===== config.mk =====
export PLATFORM = sky130hd
export DESIGN_NAME = qpos_counter
export DESIGN_NICKNAME = d
export VERILOG_FILES = /design/src/rtl/qpos_pkg.sv /design/src/rtl/qpos_in_filter.sv /design/src/rtl/qpos_quad_dec.sv /design/src/rtl/qpos_core.sv /design/src/rtl/qpos_counter.sv
export SDC_FILE = /design/constraint.sdc
export NUM_CORES = 1
export LEC_CHECK = 0
export ABC_AREA = 1
export BUFFER_PORTS_ARGS = -buffer_cell sky130_fd_sc_hd__clkbuf_2
export CAP_MARGIN = 15
export CELL_PAD_IN_SITES_DETAIL_PLACEMENT = 1
export CELL_PAD_IN_SITES_GLOBAL_PLACEMENT = 1
export CORE_MARGIN = 2
export CORE_UTILIZATION = 37
export DETAILED_ROUTE_END_ITERATION = 8
export HOLD_SLACK_MARGIN = 0.1
export PLACE_DENSITY_LB_ADDON = 0.08
export SLEW_MARGIN = 0
export SYNTH_ARGS = -nofsm -noshare
export SYNTH_HDL_FRONTEND = slang
export SYNTH_SLANG_ARGS = --single-unit

===== constraint.sdc =====
create_clock -name clk -period 4.3 [get_ports clk]
set_clock_uncertainty 0.15 [all_clocks]
set_input_delay 0.86 -clock clk [delete_from_list [all_inputs] [get_ports clk]]
set_output_delay 0.86 -clock clk [all_outputs]
set_load 0.01 [all_outputs]

===== src/rtl/qpos_pkg.sv =====
package qpos_pkg;
  typedef enum logic [2:0] {
    ADDR_POS   = 3'd0,
    ADDR_CYC   = 3'd1,
    ADDR_LO    = 3'd2,
    ADDR_HI    = 3'd3,
    ADDR_START = 3'd4,
    ADDR_CMP   = 3'd5,
    ADDR_CLR   = 3'd6
  } qpos_addr_e;

  localparam int EV_HOME  = 0;
  localparam int EV_INDEX = 1;
  localparam int EV_MATCH = 2;
  localparam int EV_OVER  = 3;
  localparam int EV_UNDER = 4;
  localparam int EV_N     = 5;

  localparam logic [1:0] RES_X1 = 2'd0;
  localparam logic [1:0] RES_X2 = 2'd1;
endpackage


===== src/rtl/qpos_in_filter.sv =====
module qpos_in_filter #(
  parameter int FILT_W = 8
) (
  input  logic              clk,
  input  logic              rst,
  input  logic              raw,
  input  logic [FILT_W-1:0] thr,
  output logic              clean
);
  logic s1_q, s2_q, clean_q;
  logic [FILT_W-1:0] cnt_q;

  always_ff @(posedge clk) begin
    if (rst) begin
      s1_q    <= 1'b0;
      s2_q    <= 1'b0;
      clean_q <= 1'b0;
      cnt_q   <= '0;
    end else begin
      s1_q <= raw;
      s2_q <= s1_q;
      if (s2_q == clean_q) begin
        cnt_q <= '0;
      end else if (cnt_q >= thr) begin
        clean_q <= s2_q;
        cnt_q   <= '0;
      end else begin
        cnt_q <= cnt_q + 1'b1;
      end
    end
  end

  assign clean = clean_q;

  // an input that agrees with the accepted level cannot move it
  p_hold_when_equal_r9: assert property (@(posedge clk) disable iff (rst)
    (s2_q == clean_q) |=> (clean_q == $past(clean_q)));
  // a zero stability count passes the synchronised level straight on
  p_bypass_zero_r9: assert property (@(posedge clk) disable iff (rst)
    (thr == '0) |=> (clean_q == $past(s2_q)));
endmodule


===== src/rtl/qpos_quad_dec.sv =====
module qpos_quad_dec
  import qpos_pkg::*;
(
  input  logic       clk,
  input  logic       rst,
  input  logic       a,
  input  logic       b,
  input  logic [1:0] res,
  output logic       step_up,
  output logic       step_dn,
  output logic       move_up,
  output logic       move_dn
);
  logic [1:0] ph_q, ph_n, delta;
  logic       a_was, a_now, gate_up, gate_dn;

  // phase index: 00->0, 01->1 (A high), 11->2, 10->3 for {B,A}
  assign ph_n  = {b, a ^ b};
  assign delta = ph_n - ph_q;
  assign a_was = ph_q[1] ^ ph_q[0];
  assign a_now = ph_n[1] ^ ph_n[0];

  always_comb begin
    if (res == RES_X1) begin
      gate_up = (ph_q == 2'd0) && (ph_n == 2'd1);
      gate_dn = (ph_q == 2'd1) && (ph_n == 2'd0);
    end else if (res == RES_X2) begin
      gate_up = (a_was != a_now);
      gate_dn = (a_was != a_now);
    end else begin
      gate_up = 1'b1;
      gate_dn = 1'b1;
    end
  end

  assign move_up = (delta == 2'd1);
  assign move_dn = (delta == 2'd3);
  assign step_up = move_up && gate_up;
  assign step_dn = move_dn && gate_dn;

  always_ff @(posedge clk) begin
    if (rst) ph_q <= 2'd0;
    else     ph_q <= ph_n;
  end

  // never both directions at once
  p_one_way_r1: assert property (@(posedge clk) disable iff (rst)
    $onehot0({step_up, step_dn}));
  // single resolution only counts when leaving phase 0 upward
  p_x1_origin_r1: assert property (@(posedge clk) disable iff (rst)
    (res == RES_X1 && step_up) |-> (ph_q == 2'd0));
endmodule


===== src/rtl/qpos_core.sv =====
module qpos_core
  import qpos_pkg::*;
#(
  parameter int POS_W = 32,
  parameter int CYC_W = 16,
  parameter int WR_W  = 32
) (
  input  logic             clk,
  input  logic             rst,
  input  logic             step_up,
  input  logic             step_dn,
  input  logic             move_up,
  input  logic             move_dn,
  input  logic             idx_lvl,
  input  logic             home_lvl,
  input  logic             idx_en,
  input  logic             rst_en,
  input  logic             wr_en,
  input  logic [2:0]       wr_addr,
  input  logic [WR_W-1:0]  wr_data,
  output logic [POS_W-1:0] pos,
  output logic [CYC_W-1:0] cycles,
  output logic [CYC_W-1:0] cyc_prev,
  output logic             match_out,
  output logic [EV_N-1:0]  flags
);
  logic [POS_W-1:0] pos_q, pos_n, lo_q, hi_q, start_q, cmp_q, hi_eff;
  logic [CYC_W-1:0] cyc_q, cyc_n, prev_q;
  logic [EV_N-1:0]  flg_q, ev, clr;
  logic             dir_up_q, idx_q, home_q, idx_ev, home_ev;
  logic             wr_pos, wr_cyc;

  assign hi_eff  = (lo_q == '0 && hi_q == '0) ? {POS_W{1'b1}} : hi_q;
  assign idx_ev  = idx_en && idx_lvl && !idx_q;
  assign home_ev = rst_en && home_lvl && !home_q;
  assign wr_pos  = wr_en && (wr_addr == ADDR_POS);
  assign wr_cyc  = wr_en && (wr_addr == ADDR_CYC);
  assign clr     = (wr_en && wr_addr == ADDR_CLR) ? wr_data[EV_N-1:0] : '0;
  assign match_out = (pos_q == cmp_q);

  always_comb begin
    pos_n = pos_q;
    cyc_n = cyc_q;
    ev    = '0;
    ev[EV_MATCH] = match_out;
    if (home_ev) begin
      pos_n = start_q;
      ev[EV_HOME] = 1'b1;
    end
    if (idx_ev) begin
      ev[EV_INDEX] = 1'b1;
      if (!home_ev) begin
        pos_n = lo_q;
        cyc_n = dir_up_q ? cyc_q + 1'b1 : cyc_q - 1'b1;
      end
    end
    if (!home_ev && !idx_ev) begin
      if (step_up) begin
        if (pos_q >= hi_eff) begin
          pos_n = start_q;
          cyc_n = cyc_q + 1'b1;
          ev[EV_OVER] = 1'b1;
        end else begin
          pos_n = pos_q + 1'b1;
        end
      end else if (step_dn) begin
        if (pos_q <= lo_q) begin
          pos_n = hi_eff;
          cyc_n = cyc_q - 1'b1;
          ev[EV_UNDER] = 1'b1;
        end else begin
          pos_n = pos_q - 1'b1;
        end
      end
    end
    if (wr_pos) pos_n = wr_data[POS_W-1:0];
    if (wr_cyc) cyc_n = wr_data[CYC_W-1:0];
  end

  always_ff @(posedge clk) begin
    if (rst) begin
      pos_q    <= '0;
      cyc_q    <= '0;
      prev_q   <= '0;
      lo_q     <= '0;
      hi_q     <= '0;
      start_q  <= '0;
      cmp_q    <= {POS_W{1'b1}};
      flg_q    <= '0;
      dir_up_q <= 1'b1;
      idx_q    <= 1'b0;
      home_q   <= 1'b0;
    end else begin
      pos_q  <= pos_n;
      cyc_q  <= cyc_n;
      flg_q  <= (flg_q & ~clr) | ev;
      idx_q  <= idx_lvl;
      home_q <= home_lvl;
      if (move_up)      dir_up_q <= 1'b1;
      else if (move_dn) dir_up_q <= 1'b0;
      if (wr_cyc) prev_q <= cyc_q;
      if (wr_en && wr_addr == ADDR_LO)    lo_q    <= wr_data[POS_W-1:0];
      if (wr_en && wr_addr == ADDR_HI)    hi_q    <= wr_data[POS_W-1:0];
      if (wr_en && wr_addr == ADDR_START) start_q <= wr_data[POS_W-1:0];
      if (wr_en && wr_addr == ADDR_CMP)   cmp_q   <= wr_data[POS_W-1:0];
    end
  end

  assign pos      = pos_q;
  assign cycles   = cyc_q;
  assign cyc_prev = prev_q;
  assign flags    = flg_q;

  // wrap at the top bumps the wrap counter and raises roll-over
  p_over_r2: assert property (@(posedge clk) disable iff (rst)
    (step_up && !home_ev && !idx_ev && pos_q >= hi_eff && !wr_pos && !wr_cyc)
    |=> (cyc_q == CYC_W'($past(cyc_q) + 1'b1)) && flg_q[EV_OVER]);
  // wrap at the bottom lands on the effective upper bound
  p_under_r3: assert property (@(posedge clk) disable iff (rst)
    (step_dn && !home_ev && !idx_ev && pos_q <= lo_q && !wr_pos && !wr_cyc)
    |=> (pos_q == $past(hi_eff)) && flg_q[EV_UNDER]);
  // accepted index edge snaps to the lower bound
  p_index_lo_r5: assert property (@(posedge clk) disable iff (rst)
    (idx_ev && !home_ev && !wr_pos) |=> (pos_q == $past(lo_q)) && flg_q[EV_INDEX]);
  // home edge reloads the start value and keeps the wrap counter
  p_home_keep_r6: assert property (@(posedge clk) disable iff (rst)
    (home_ev && !wr_pos && !wr_cyc)
    |=> (pos_q == $past(start_q)) && (cyc_q == $past(cyc_q)));
  // a match cycle leaves the match flag set
  p_match_flag_r7: assert property (@(posedge clk) disable iff (rst)
    match_out |=> flg_q[EV_MATCH]);
  // flags only fall through an explicit clear write
  p_sticky_r8: assert property (@(posedge clk) disable iff (rst)
    !(wr_en && wr_addr == ADDR_CLR) |=> (($past(flg_q) & ~flg_q) == '0));
  // a wrap counter write never moves the position by itself
  p_cyc_write_r4: assert property (@(posedge clk) disable iff (rst)
    (wr_cyc && !wr_pos && !home_ev && !idx_ev && !step_up && !step_dn)
    |=> (pos_q == $past(pos_q)) && (cyc_prev == $past(cyc_q)));
endmodule


===== src/rtl/qpos_counter.sv =====
module qpos_counter
  import qpos_pkg::*;
#(
  parameter int POS_W  = 32,
  parameter int CYC_W  = 16,
  parameter int FILT_W = 8,
  parameter int WR_W   = (POS_W > CYC_W) ? POS_W : CYC_W
) (
  input  logic              clk,
  input  logic              rst,
  input  logic              in_a,
  input  logic              in_b,
  input  logic              in_index,
  input  logic              in_reset,
  input  logic [1:0]        res_sel,
  input  logic [FILT_W-1:0] filt_len,
  input  logic              idx_en,
  input  logic              rst_en,
  input  logic              wr_en,
  input  logic [2:0]        wr_addr,
  input  logic [WR_W-1:0]   wr_data,
  output logic [POS_W-1:0]  pos,
  output logic [CYC_W-1:0]  cycles,
  output logic [CYC_W-1:0]  cyc_prev,
  output logic              match_out,
  output logic [4:0]        flags
);
  localparam int N_IN = 4;

  logic [N_IN-1:0] raw_in, clean_in;
  logic step_up, step_dn, move_up, move_dn;

  assign raw_in = {in_reset, in_index, in_b, in_a};

  for (genvar g = 0; g < N_IN; g++) begin : g_filt
    qpos_in_filter #(.FILT_W(FILT_W)) filt_i (
      .clk   (clk),
      .rst   (rst),
      .raw   (raw_in[g]),
      .thr   (filt_len),
      .clean (clean_in[g])
    );
  end

  qpos_quad_dec dec_i (
    .clk     (clk),
    .rst     (rst),
    .a       (clean_in[0]),
    .b       (clean_in[1]),
    .res     (res_sel),
    .step_up (step_up),
    .step_dn (step_dn),
    .move_up (move_up),
    .move_dn (move_dn)
  );

  qpos_core #(.POS_W(POS_W), .CYC_W(CYC_W), .WR_W(WR_W)) core_i (
    .clk       (clk),
    .rst       (rst),
    .step_up   (step_up),
    .step_dn   (step_dn),
    .move_up   (move_up),
    .move_dn   (move_dn),
    .idx_lvl   (clean_in[2]),
    .home_lvl  (clean_in[3]),
    .idx_en    (idx_en),
    .rst_en    (rst_en),
    .wr_en     (wr_en),
    .wr_addr   (wr_addr),
    .wr_data   (wr_data),
    .pos       (pos),
    .cycles    (cycles),
    .cyc_prev  (cyc_prev),
    .match_out (match_out),
    .flags     (flags)
  );
endmodule


==> results.sh <==
export IMPL_cap_viol_max_count=0
export IMPL_worstSetupPathType="flop to flop"
export IMPL_insertion_delay_ns=0.63
export IMPL_synth_compound_area_share_pct=17.4
export IMPL_leakagePower_nw=8.92
export IMPL_vias=18200
export IMPL_post_route_drc_count=0
export IMPL_synth_area_um2=16900
export IMPL_cp_top_family="simple AND/OR/NAND/NOR gates"
export IMPL_synth_distinct_cells=49
export IMPL_power_density_nw_per_um2=348
export IMPL_ys_warn_count=0
export IMPL_drt_first_pass_iters=5
export IMPL_maxSlewViolCount=0
export IMPL_syn_num_nets=2743
export IMPL_cts_sink_count=246
export IMPL_relSlewSlack_pct=29.4
export IMPL_start_util_pct=37.3
export IMPL_min_period_over_period_pct=94.5
export IMPL_dpl_hpwl_um=53100
export IMPL_final_util_pct=42.8
export IMPL_path_buf_inv=6
export IMPL_grt_usage_pct=30.4
export IMPL_cts_buffer_depth=3
export IMPL_holdWs_ns=0.255
export IMPL_arrival_ns=4.40
export IMPL_die_x_um=218
export IMPL_htreeDepth=1
export IMPL_worst_pin_slew_ns=1.06
export IMPL_cts_tree="done"
export IMPL_period_needed_ns=4.06
export IMPL_first_global_vias=18400
export IMPL_critical_path_cell_chain="inv_1 -> nand4_1 -> nor2_2 -> nand2_1 -> nor2_2 -> nand2_1 -> inv_1 -> buf_12 -> or2_2 -> inv_1 -> ha_1 -> nand2_1 -> nor2_1 -> nand4_1 -> nor2_2 -> nand4_2 -> buf_4 -> nand4_1 -> nand2_1 -> inv_2 -> nand3_1 -> a21oi_1 -> nor2_1"
export IMPL_max_stage_delay_ns=0.31
export IMPL_ys_flop_type="dfxtp_1"
export IMPL_r2r_setup_slack_ns=0.24
export IMPL_synth_fa_ha_area_share_pct=8.09
export IMPL_n_antenna_cell=0
export IMPL_ir_worst_vdd_v=0.000257
export IMPL_grt_overflow=0
export IMPL_slowest_stage="dfxtp_1"
export IMPL_root_buffer="clkbuf_16"
export IMPL_dieArea_um2=47300
export IMPL_fillerInstances=5895
export IMPL_port_buffers=123
export IMPL_drt_wl_total_um=72400
export IMPL_hp_class="flop to flop"
export IMPL_synth_edf_count=0
export IMPL_synth_xor_area_share_pct=5.09
export IMPL_area_delta_synth_final_pct=14.7
export IMPL_grt_max_degree=193
export IMPL_fin_cells=3300
export IMPL_rsz0062_at_grt="no"
export IMPL_yosysTopAreaCell="dfxtp_1"
export IMPL_cp_required_ns=4.63
export IMPL_gp_congestion=0.939
export IMPL_rows=78
export IMPL_synth_area_mux_share_pct=0
export IMPL_cp_start_kind="flop"
export IMPL_setup_tns_ns=0
export IMPL_grt_pass1_wl_um=110000
export IMPL_crit_fanout=30
export IMPL_crit_path_frequent_cell="nand2_1"
export IMPL_cp_end_kind="flop"
export IMPL_status="complete, no violations"
export IMPL_antenna_found_initial=1
export IMPL_finalSetupViolCount=0
export IMPL_synth_top_cell_area_share_pct=29.2
export IMPL_synth_top_family_by_area="simple AND/OR/NAND/NOR gates"
export IMPL_hold_viol_final=0
export IMPL_ant_nets=0
export IMPL_ys_seq_area_share_pct=29.2
export IMPL_async_flop_share_pct=0
export IMPL_syn_instance_count=2580
export IMPL_path_clk_slew_ns=0.06
export IMPL_cts_hold_buf=0
export IMPL_ios=124
export IMPL_place_inst=3242
export IMPL_die_h_um=218
export IMPL_synth_simple_area_share_pct=29.3
export IMPL_cts_buffers=31
export IMPL_synth_seq_cells=246
export IMPL_num_nets_final=2838
export IMPL_viasPerCell=5.51
export IMPL_first_iter_violations=1289
export IMPL_synth_area_leaders="dfxtp_1 (29%), nand2_1 (11%), ha_1 (8.1%)"
export IMPL_core_um2=45200
export IMPL_wl_per_cell_um=21.9
export IMPL_avgSynthCellArea_um2=6.54
export IMPL_max_freq_ghz=0.246
export IMPL_drive_gt1_share_pct=11.5
[worst register-to-register path, delay by kind of cell (launching register included)]
family / cells / cell delay (ns)
DFF: 1 / 0.31
adders and majority gates: 1 / 0.29
buffers and inverters: 6 / 0.86
AOI/OAI and AO/OA: 1 / 0.15
and+or+nand+nor: 15 / 2.18
[synthesized netlist by cell type, types with 2 or more instances]
| cell type | number |
|---|---|
| nand2_1 | 503 |
| inv_1 | 322 |
| nor2_1 | 292 |
| dfxtp_1 | 246 |
| o21ai_0 | 236 |
| a21oi_1 | 211 |
| nand3_1 | 174 |
| ha_1 | 109 |
| clkbuf_1 | 78 |
| xor2_1 | 73 |
| nand4_1 | 60 |
| buf_2 | 30 |
| nor3_1 | 25 |
| xnor2_1 | 25 |
| o211ai_1 | 24 |
| or2_2 | 19 |
| a221oi_1 | 15 |
| o21ai_1 | 13 |
| o22ai_1 | 11 |
| nor3b_1 | 10 |
| inv_2 | 9 |
| o2111ai_1 | 9 |
| nor2_2 | 8 |
| nor4_1 | 8 |
| buf_6 | 7 |
| nand2_2 | 6 |
| a211o_1 | 5 |
| buf_4 | 5 |
| nand3b_1 | 5 |
| o21a_1 | 5 |
| buf_1 | 4 |
| clkinv_1 | 4 |
| clkbuf_2 | 3 |
| nand3_2 | 3 |
| nor2_8 | 3 |
| o21bai_1 | 3 |
| nand2_4 | 2 |
| nand3_4 | 2 |
| nand4_2 | 2 |
| o31ai_1 | 2 |
[metal layers]
layer | routed length, um | vias up | track usage, %
met4 | 2790 | 2 | 11.5
met1 | 32400 | 8842 | 40.4
met5 | 11 | - | 0
met3 | 3970 | 155 | 3.70
met2 | 33200 | 524 | 50.3
li1 | - | 8660 | -
[layout by cell type, fill, tap and decap left out, types with 9 or more instances in the layout]
master,instances
a221oi_1,15
dfxtp_1,246
o21ai_1,13
xnor2_1,25
inv_2,9
nor2_1,286
nand4_1,60
o2111ai_1,9
clkbuf_2,123
o211ai_1,24
nand3_1,174
o21ai_0,236
nand2_1,502
o22ai_1,11
nor3b_1,10
a21oi_1,211
nor3_1,24
inv_1,321
buf_4,58
xor2_1,73
or2_2,19
clkbuf_16,31
ha_1,109
nor2_2,14
[repair_timing]
action | in CTS | in global routing
gates resized for setup | 0 | 3
setup endpoints to repair | 0 | 41
buffers inserted | 0 | 0
[final timing paths]
path	depth (start not counted)	endpoint	from
hold reg to reg	2	g_filt[1].filt_i.s2_q	g_filt[1].filt_i.s1_q
setup / recovery	23	core_i.cycles[9]	core_i.lo_q[15]
hold / removal	2	g_filt[1].filt_i.s2_q	g_filt[1].filt_i.s1_q
setup reg to reg	23	core_i.cycles[9]	core_i.lo_q[15]
[kinds of logic after synthesis]
logic type | after synthesis
compound gates | 539
buf+inv | 462
fa+ha+maj | 109
simple gates | 1126
xor+xnor | 98
flops | 246
[through the flow]
step | total power, mW | setup slack, ns | instance area (um^2)
after global routing | 7.04 | 0.0431 | 19400
after detailed placement | 3.92 | 0.108 | 18300
after CTS | 6.76 | 0.0937 | 19300
final | 6.74 | 0.236 | 19400
after floorplan | 3.36 | 1.15 | 16900
after global placement | 3.88 | 0.204 | 18300
[report_power, final]
group | leakage (nW) | switching [mW] | total (mW) | internal [mW]
Sequential | 2.00 | 0.0756 | 2.43 | 2.35
Clock | 0.544 | 1.14 | 2.85 | 1.70
Combinational | 6.38 | 1.02 | 1.47 | 0.447
[flip-flops by register name, indices dropped and copies added (netlist names)]
register	count
core_i.pos	32
g_filt.filt_i.s2_q	4
g_filt.filt_i.cnt_q	32
core_i.flags	5
core_i.home_q	1
core_i.cycles	16
dec_i.ph_q	2
g_filt.filt_i.clean	4
g_filt.filt_i.s1_q	4
core_i.hi_q	32
core_i.cmp_q	32
core_i.start_q	32
core_i.cyc_prev	16
core_i.lo_q	32
core_i.idx_q	1
core_i.dir_up_q	1
[cell type report]
class / count / area (um^2) / share of cell area (%)
Inverter: 335 / 1260 / 6.51
Clock inverter: 13 / 180 / 0.931
Multi-Input combinational cell: 1872 / 10100 / 52.3
Clock buffer: 45 / 908 / 4.69
Sequential cell: 246 / 4920 / 25.4
Timing Repair Buffer: 189 / 1210 / 6.26
Tap cell: 600 / 751 / 3.88
Power figures use the tool's default switching activity.
